`config.mk`:
```
export PLATFORM = sky130hd
export DESIGN_NAME = twiddle_gen_top
export DESIGN_NICKNAME = d
export VERILOG_FILES = /design/src/rtl/twg_pkg.sv /design/src/rtl/twg_region_decode.sv /design/src/rtl/twg_coef_rom.sv /design/src/rtl/twg_reconstruct.sv /design/src/rtl/twiddle_gen_top.sv
export SDC_FILE = /design/constraint.sdc
export NUM_CORES = 1
export LEC_CHECK = 0
export ABC_AREA = 1
export BUFFER_PORTS_ARGS = -buffer_cell sky130_fd_sc_hd__buf_2
export CAP_MARGIN = 20
export CORE_MARGIN = 2
export CORE_UTILIZATION = 25
export CTS_CLUSTER_SIZE = 25
export DETAILED_ROUTE_END_ITERATION = 8
export PLACE_DENSITY_LB_ADDON = 0.2
export SLEW_MARGIN = 15
export SYNTH_ARGS = -nofsm -noshare
export SYNTH_HDL_FRONTEND = slang
export SYNTH_SLANG_ARGS = --single-unit
```
`constraint.sdc`:
```
create_clock -name clk -period 0.9 [get_ports clk]
set_input_delay 0.045 -clock clk [delete_from_list [all_inputs] [get_ports clk]]
set_output_delay 0.045 -clock clk [all_outputs]
set_load 0.005 [all_outputs]
```
`src/rtl/twg_pkg.sv`:
```
package twg_pkg;

    typedef enum logic [1:0] {
        REG_FIRST   = 2'd0,
        REG_MIRROR  = 2'd1,
        REG_QUARTER = 2'd2,
        REG_BACK    = 2'd3
    } twg_region_e;

    localparam real TWG_PI = 3.14159265358979323846;

    // Series cosine, accurate far below 1 LSB for |x| <= pi/4
    function automatic real series_cos(input real x);
        real term;
        real acc;
        term = 1.0;
        acc  = 1.0;
        for (int n = 1; n <= 10; n++) begin
            term = -term * x * x / real'((2 * n - 1) * (2 * n));
            acc  = acc + term;
        end
        return acc;
    endfunction

    function automatic real series_sin(input real x);
        real term;
        real acc;
        term = x;
        acc  = x;
        for (int n = 1; n <= 10; n++) begin
            term = -term * x * x / real'((2 * n) * (2 * n + 1));
            acc  = acc + term;
        end
        return acc;
    endfunction

    function automatic int round_sym(input real v);
        if (v >= 0.0) return $rtoi(v + 0.5);
        return -$rtoi(-v + 0.5);
    endfunction

    // Stored real part of entry idx for an fft_n-point transform
    function automatic int coef_re(input int idx, input int fft_n, input int cw);
        real ang;
        ang = 2.0 * TWG_PI * real'(idx) / real'(fft_n);
        return round_sym(real'((1 << (cw - 1)) - 1) * series_cos(ang));
    endfunction

    // Stored imaginary part: minus the sine
    function automatic int coef_im(input int idx, input int fft_n, input int cw);
        real ang;
        ang = 2.0 * TWG_PI * real'(idx) / real'(fft_n);
        return round_sym(-real'((1 << (cw - 1)) - 1) * series_sin(ang));
    endfunction

endpackage

```
`src/rtl/twg_region_decode.sv`:
```
module twg_region_decode #(
    parameter int FFT_N  = 256,
    parameter int IDX_W  = $clog2(FFT_N) - 1,
    parameter int ADDR_W = IDX_W - 1
) (
    input  logic [IDX_W-1:0]         k_idx,
    output twg_pkg::twg_region_e     region,
    output logic [ADDR_W-1:0]        rom_addr
);
    import twg_pkg::*;

    localparam int K_EIGHTH   = FFT_N / 8;
    localparam int K_QUARTER  = FFT_N / 4;
    localparam int K_3EIGHTH  = 3 * FFT_N / 8;

    logic [ADDR_W-1:0] low_bits;
    assign low_bits = k_idx[ADDR_W-1:0];

    always_comb begin
        if (k_idx <= IDX_W'(K_EIGHTH))
            region = REG_FIRST;
        else if (k_idx < IDX_W'(K_QUARTER))
            region = REG_MIRROR;
        else if (k_idx <= IDX_W'(K_3EIGHTH))
            region = REG_QUARTER;
        else
            region = REG_BACK;
    end

    // Mirrored regions read at (N/4 - k) mod N/4, the two's complement of the low bits
    always_comb begin
        unique case (region)
            REG_FIRST:   rom_addr = low_bits;
            REG_MIRROR:  rom_addr = ADDR_W'(0) - low_bits;
            REG_QUARTER: rom_addr = low_bits;
            REG_BACK:    rom_addr = ADDR_W'(0) - low_bits;
            default:     rom_addr = low_bits;
        endcase
    end

endmodule

```
`src/rtl/twg_coef_rom.sv`:
```
module twg_coef_rom #(
    parameter int FFT_N  = 256,
    parameter int COEF_W = 16,
    parameter int ADDR_W = $clog2(FFT_N) - 2
) (
    input  logic [ADDR_W-1:0]        rom_addr,
    output logic signed [COEF_W-1:0] rd_re,
    output logic signed [COEF_W-1:0] rd_im
);
    localparam int ROM_DEPTH = FFT_N / 8 + 1;

    logic signed [COEF_W-1:0] tab_re [ROM_DEPTH];
    logic signed [COEF_W-1:0] tab_im [ROM_DEPTH];

    for (genvar gi = 0; gi < ROM_DEPTH; gi++) begin : g_entry
        localparam int VAL_RE = twg_pkg::coef_re(gi, FFT_N, COEF_W);
        localparam int VAL_IM = twg_pkg::coef_im(gi, FFT_N, COEF_W);
        assign tab_re[gi] = VAL_RE[COEF_W-1:0];
        assign tab_im[gi] = VAL_IM[COEF_W-1:0];
    end

    always_comb begin
        rd_re = '0;
        rd_im = '0;
        for (int i = 0; i < ROM_DEPTH; i++) begin
            if (rom_addr == ADDR_W'(i)) begin
                rd_re = tab_re[i];
                rd_im = tab_im[i];
            end
        end
    end

endmodule

```
`src/rtl/twg_reconstruct.sv`:
```
module twg_reconstruct #(
    parameter int COEF_W = 16
) (
    input  twg_pkg::twg_region_e     region,
    input  logic signed [COEF_W-1:0] rd_re,
    input  logic signed [COEF_W-1:0] rd_im,
    output logic signed [COEF_W-1:0] rec_re,
    output logic signed [COEF_W-1:0] rec_im
);
    import twg_pkg::*;

    localparam logic signed [COEF_W-1:0] MOST_NEG = {1'b1, {(COEF_W-1){1'b0}}};
    localparam logic signed [COEF_W-1:0] MOST_POS = {1'b0, {(COEF_W-1){1'b1}}};

    function automatic logic signed [COEF_W-1:0] neg_sat(input logic signed [COEF_W-1:0] v);
        if (v == MOST_NEG) return MOST_POS;
        return -v;
    endfunction

    always_comb begin
        unique case (region)
            REG_FIRST: begin
                rec_re = rd_re;
                rec_im = rd_im;
            end
            REG_MIRROR: begin
                rec_re = neg_sat(rd_im);
                rec_im = neg_sat(rd_re);
            end
            REG_QUARTER: begin
                rec_re = rd_im;
                rec_im = neg_sat(rd_re);
            end
            REG_BACK: begin
                rec_re = neg_sat(rd_re);
                rec_im = rd_im;
            end
            default: begin
                rec_re = rd_re;
                rec_im = rd_im;
            end
        endcase
    end

endmodule

```
`src/rtl/twiddle_gen_top.sv`:
```
module twiddle_gen_top #(
    parameter int FFT_N  = 256,
    parameter int COEF_W = 16,
    parameter int IDX_W  = $clog2(FFT_N) - 1
) (
    input  logic                     clk,
    input  logic                     rst_n,
    input  logic                     k_valid,
    input  logic [IDX_W-1:0]         k_idx,
    output logic                     tw_valid,
    output logic signed [COEF_W-1:0] tw_re,
    output logic signed [COEF_W-1:0] tw_im
);
    import twg_pkg::*;

    localparam int ADDR_W = IDX_W - 1;

    twg_region_e              region;
    logic [ADDR_W-1:0]        rom_addr;
    logic signed [COEF_W-1:0] rd_re;
    logic signed [COEF_W-1:0] rd_im;
    logic signed [COEF_W-1:0] rec_re;
    logic signed [COEF_W-1:0] rec_im;

    twg_region_decode #(
        .FFT_N (FFT_N),
        .IDX_W (IDX_W),
        .ADDR_W(ADDR_W)
    ) decode_i (
        .k_idx   (k_idx),
        .region  (region),
        .rom_addr(rom_addr)
    );

    twg_coef_rom #(
        .FFT_N (FFT_N),
        .COEF_W(COEF_W),
        .ADDR_W(ADDR_W)
    ) rom_i (
        .rom_addr(rom_addr),
        .rd_re   (rd_re),
        .rd_im   (rd_im)
    );

    twg_reconstruct #(
        .COEF_W(COEF_W)
    ) recon_i (
        .region(region),
        .rd_re (rd_re),
        .rd_im (rd_im),
        .rec_re(rec_re),
        .rec_im(rec_im)
    );

    always_ff @(posedge clk or negedge rst_n) begin
        if (!rst_n) begin
            tw_valid <= 1'b0;
        end else begin
            tw_valid <= k_valid;
        end
    end

    always_ff @(posedge clk or negedge rst_n) begin
        if (!rst_n) begin
            tw_re <= '0;
            tw_im <= '0;
        end else if (k_valid) begin
            tw_re <= rec_re;
            tw_im <= rec_im;
        end
    end

endmodule

```
Word-level counts from Yosys, hierarchy flattened
Cells that the tools add are included.

cells by class
  add/sub/neg operators = 3
  $mul = 0
  divide/modulo/power cells = 0
  magnitude comparators = 3
  equality and inequality tests = 37
  shift operators = 0
  muxes and demuxes = 83
  bitwise logic cells = 0
  reduce and logical (&&, ||, !) cells = 5

operator list
  kind                                                                   count
  16-bit 2-to-1 mux                                                      38
  15-bit 2-to-1 mux                                                      33
  6-bit by 5-bit equality test with 1-bit output, second input constant  16
  16-bit one-hot mux with 4 select lines                                 1
  6-bit by 4-bit equality test with 1-bit output, second input constant  8
  16-bit one-hot mux with 3 select lines                                 1
  16-bit equality test, second input constant                            2
  6-bit by 3-bit equality test with 1-bit output, second input constant  4
  15-bit negator with 16-bit output                                      1
  16-bit negator                                                         1
  6-bit by 2-bit equality test with 1-bit output, second input constant  2
  6-bit one-hot mux with 2 select lines                                  1
  7-bit by 6-bit <= comparator with 1-bit output, second input constant  1
  7-bit <= comparator, second input constant                             1
  7-bit less-than comparator, second input constant                      1
  1-bit 2-to-1 mux                                                       7
  6-bit by 1-bit equality test with 1-bit output, second input constant  1
  6-bit equality test, second input constant                             1
  6-bit logical NOT                                                      1
  2-bit OR reduction                                                     3
  1-bit by 6-bit subtractor with 6-bit output, first input constant      1
  2-bit equality test, second input constant                             2
  2-bit 2-to-1 mux                                                       2
  2-bit by 1-bit equality test with 1-bit output, second input constant  1
  2-bit logical NOT                                                      1

word-level totals
  bits in registers = 33
  latch bits = 0
  bits in writable memories = 0
  bits in read-only memories = 0
  input port bits = 10
  output and inout port bits = 33
  word-level logic and storage cells = 134
  memories = 0

Logic depth before layout (Yosys ltp)
  word-level depth = 46
  gate-level depth with buffers = 37
  gate-level depth less buffers = 36

Cells and area by module
From an unflattened synthesis, not the netlist that was laid out.

unflattened totals
  cell total of the unflattened synthesis = 773
  area total of the unflattened synthesis = 4324.1 sq um

by module, submodules not included
  module             times used  cells each  area each (sq um)  seq. area each (sq um)
  twg_reconstruct    1           345         1630.3             0.0
  twiddle_gen_top    1           137         1317.5             825.8
  twg_coef_rom       1           261         1216.2             0.0
  twg_region_decode  1           30          160.2              0.0

Least setup slack after synthesis
Ideal clock, no wire load.

  kind = input to register
  start point = in k_idx[0]
  end point = reg tw_re[4]
  setup time = 117 ps
  arrival = 2982 ps
  required time = 783 ps
  path slack = -2199 ps
  stages on the path = 26
  buffers on the path = 0
  path through = inv_1 > ha_1 > inv_2 > nor2_4 > nand2_2 > nand3_1 > nand2_1 > nor2_4 > inv_2 > nor3_4 > inv_2 > a21oi_1 > o21ai_0 > nand2_1 > nand3_1 > a211oi_2 > ha_1 > inv_1 > nor2_1 > nand3_1 > nor2_1 > nor2_1 > a21oi_1 > nand2_1 > nand3_1 > nand2_1

on the way
  longest elaborated chain between the ends = 46
  elaborated cells between the ends (all ways) = 123
  those cells by class = add/sub: 3; order compare: 3; eq/ne: 37; mux: 76; reduce/logical: 4

ends and longest elaborated chain
  element                                                                       line                   text
  start: declaration                                                            twiddle_gen_top.sv:9   input logic [IDX_W-1:0] k_idx,
  parallel branches: the longest is 45 deep, another holds 7-bit <= comparator  -
  16-bit one-hot mux with 4 select lines *                                      twg_reconstruct.sv:21  unique case (region)
  end signal: assignment                                                        twiddle_gen_top.sv:68  tw_re <= rec_re;
  end: declaration                                                              twiddle_gen_top.sv:11  output logic signed [COEF_W-1:0] tw_re,

Every way passes the cells marked *. The select of a mux whose other input is x is not followed.
A chain may end at the register's enable or synchronous reset.

Worst setup path in the final report
Same ends and word-level chain as after synthesis.

==> flow_summary.toml <==
[run_status]
status = "finished with violations"
violations_in_the_final_reports = "setup timing"

[cts]
worst_setup_hold_path_clk_slew_ps = 50
total_cts_buffers = 5
clock_latency_ps = 280
clk_root_buffer_cell = "sky130_fd_sc_hd__clkbuf_16"
clock_sinks = 33
clock_tree.htree_level_count = 2
tritoncts_clock_tree = "built"
clock_tree.buffer_depth = 2

[synthesis]
yosys.area.top_type = "sky130_fd_sc_hd__nand2_1"
yosys.cell_count.top_type = "sky130_fd_sc_hd__nand2_1"
synth_seq_cells = 33
syn_inst = 752
postSynthAreaPerCell_um2 = 5.66
commonest_cells_in_the_netlist = "sky130_fd_sc_hd__nand2_1 (285), sky130_fd_sc_hd__nand3_1 (72), sky130_fd_sc_hd__nor2_1 (71), sky130_fd_sc_hd__inv_1 (59), sky130_fd_sc_hd__a21oi_1 (38)"
synthesis.nets = 770
yosys.cell_types.count = 43
seq_area_frac_synth_pct = 19.4
synth_top_cells_by_area = "sky130_fd_sc_hd__nand2_1 (25%), sky130_fd_sc_hd__dfrtp_1 (19%), sky130_fd_sc_hd__nand3_1 (8.5%), sky130_fd_sc_hd__nor2_1 (6.3%), sky130_fd_sc_hd__inv_1 (5.2%)"
synth-warning-count = 0
synth_top_area_share_pct = 25.1
synth_edf_count = 0
syn-cell-area_mm2 = 0.00426
asyncSetResetFlopFracSynth_pct = 100
synth-main-ff-cell = "sky130_fd_sc_hd__dfrtp_1"

[cells_and_area]
post_layout_nonfiller_instances = 1239
layout-area-overhead-vs-synth_pct = 79.0
drive_above_1_share_pct = 49.4
antenna_cells = 0
layout.nets = 1036

[worst_setup_path]
path_class = "input pin to flop"
slowest_stage = "sky130_fd_sc_hd__a211oi_4"
reg2reg_depth = 1
data_arrival_time_of_the_critical_path_ps = 2980
critPathCapture = "tw_re[4]"
crit-reg2reg-capture = "tw_im[14]"
largest_fanout_on_the_critical_path = 7
timing.critical_path.slowest_cell_delay_ps = 270
timing.critical_path.from = "k_idx[0]"
crit_required_ps = 1070
critical_path.reg2reg.startpoint = "tw_im[14]"
timing.critical_path.to_type = "flop"
ff2ff_setup_slack_ps = 180
crit_path_frequent_cell = "sky130_fd_sc_hd__nand2_1"
critPathLaunchType = "input pin"

[sta]
slew_violations = 0
fin_setup_tns_ps = -54750
largest_clock_skew_in_the_final_design_ps = 0
finalCritPeriodShare_pct = 312
tightestPinTransition_ps = 422
timing.fmax_ghz = 0.356
slew_headroom_pct = 71.6
rsz0062_at_grt = "true"
finalSetupViolations = 33
final.setup.worst_slack_ps = -1910
report.final.hold_viol_count = 0
post_route_minimum_period_ps = 2810

[placement]
finalWeightedCongestion = 0.949
placement.io_buffers = 42
dp.cells = 1205
dpl.hpwl_um = 14200

[floorplanning]
chipWidth_um = 134
core.rowCount = 47
die_height_um = 134
fp.dieArea_mm2 = 0.0181
io_pins = 43
initial_core_utilization_pct = 25.6
core_mm2 = 0.0166

[drt]
viasPerCell = 4.72
dr_total_vias = 5849
dr_drc_count = 0
detail_routed_net_length_per_standard_cell_um = 14.5
drt-pass1-iter-count = 5
wl_um = 17900
drtAntennaViolNets = 0
detail_route.iter0.violations = 408

[run]
max_cap_viol_count = 0

[min_path]
hold_class = "input pin to flop"

[global_routing]
grt_pass1_vias = 5905
grt_pass1_wl_um = 29200
total_routing_usage_gr_pct = 20.1
antenna_found_initial = 0
grt-ovfl-total = 0
grt_max_degree = 34

[power]
power.static_leakage_uw = 0.00418
power_uw = 10900
power-per-cell-area_mw_per_mm2 = 1430
max-vdd-ir-drop_mv = 0.934
cell families (layout without fill, tap and decap cells):
logic type	Yosys count	count (layout)	synth area share, %
buffers and inverters	111	378	10.8
AND/OR/NAND/NOR	496	496	53.2
XOR/XNOR	1	1	0.382
adder cells (fa/ha/maj)	8	8	2.35
flip-flops	33	33	19.4
AO/OA/AOI/OAI	103	103	13.8
sequential cells by signal, summed over array words and instances (netlist names):
signal,flops
tw_re,16
tw_im,16
tw_valid,1
worst max-delay path, delay by kind of cell:
kind                     cells  cell delay (ps)
buffers and inverters        6              480
AND/OR/NAND/NOR             18             1480
adder cells (fa/ha/maj)      2              370
AO/OA/AOI/OAI                4              610
per-layer routing:
layer	share of wire (%)	global-route usage (%)
met5	0	0
met4	2.0	5.20
met3	4.9	2.70
met2	46	33.3
met1	47	27.7
final cells by class:
class / count / area [µm²]
Clock buffer: 7 / 143
Clock inverter: 1 / 30.0
Fill cell: 1735 / 9020
Inverter: 86 / 354
Multi-Input combinational cell: 608 / 3760
Sequential cell: 33 / 826
Tap cell: 220 / 275
Timing Repair Buffer: 283 / 2220
Timing Repair inverter: 1 / 8.76
power by group:
part           internal [µW]  switching [µW]
Clock                   1380             662
Sequential              1830             175
Combinational           3120            3740
worst min-delay path by stage:
| stage | start | to | slack [ps] | cells past startpoint |
|---|---|---|---|---|
| final | k_valid | tw_valid | 80 | 2 |
| after global routing | k_valid | tw_valid | 80 | 2 |
| after CTS | k_valid | tw_valid | 70 | 2 |
| after detailed placement | rst_n | tw_im[8] | 20 | 2 |
| after global placement | rst_n | tw_im[8] | 10 | 2 |
| after floorplan | rst_n | tw_im[0] | -250 | 0 |
metrics by stage:
step / hold slack (ps) / cell area, µm² / util (%) / setup WS (ps)
floorplan: -251 / 4440 / - / -2110
global placement: 12.9 / 6460 / 38.8 / -2380
detailed placement: 17.7 / 6460 / 38.8 / -2400
CTS: 66.0 / 7400 / 44.5 / -1840
global route: 83.4 / 7620 / 45.8 / -2120
finish: 82.2 / 7620 / 45.8 / -1910
repair_timing:
action                                  in CTS  in global routing
hold buffers                                 1                  0
pin swaps                                   92                 41
buffers inserted                            25                  5
resized for setup                          158                 42
cloned                                       1                  0
hold endpoints to repair                    33                  0
endpoints found under the setup margin      33                 33
layout by cell type (no fill, tap or decap), types with 2 or more instances in the layout:
master	instances
sky130_fd_sc_hd__nor3_2	3
sky130_fd_sc_hd__nand3_4	10
sky130_fd_sc_hd__a21oi_1	23
sky130_fd_sc_hd__ha_4	2
sky130_fd_sc_hd__buf_4	210
sky130_fd_sc_hd__nor2_1	37
sky130_fd_sc_hd__nand2_2	30
sky130_fd_sc_hd__nor2_4	33
sky130_fd_sc_hd__buf_6	23
sky130_fd_sc_hd__a31oi_1	2
sky130_fd_sc_hd__nand3_1	48
sky130_fd_sc_hd__nand2_8	3
sky130_fd_sc_hd__clkbuf_16	5
sky130_fd_sc_hd__nand2_1	248
sky130_fd_sc_hd__a21oi_2	16
sky130_fd_sc_hd__nand4_1	8
sky130_fd_sc_hd__nand2_4	16
sky130_fd_sc_hd__nor3_4	4
sky130_fd_sc_hd__o21ai_0	11
sky130_fd_sc_hd__inv_2	26
sky130_fd_sc_hd__o21ai_2	5
sky130_fd_sc_hd__o21ai_1	23
sky130_fd_sc_hd__inv_4	8
sky130_fd_sc_hd__buf_12	8
sky130_fd_sc_hd__o211ai_1	13
sky130_fd_sc_hd__nand4_4	2
sky130_fd_sc_hd__dfrtp_1	33
sky130_fd_sc_hd__nand3_2	23
sky130_fd_sc_hd__clkinv_1	2
sky130_fd_sc_hd__o31ai_1	2
sky130_fd_sc_hd__buf_2	40
sky130_fd_sc_hd__inv_1	48
sky130_fd_sc_hd__nor2_2	21
sky130_fd_sc_hd__nor3_1	6
sky130_fd_sc_hd__ha_1	5
sky130_fd_sc_hd__nand3b_1	2
No activity file was read; power rests on OpenSTA's default activity.
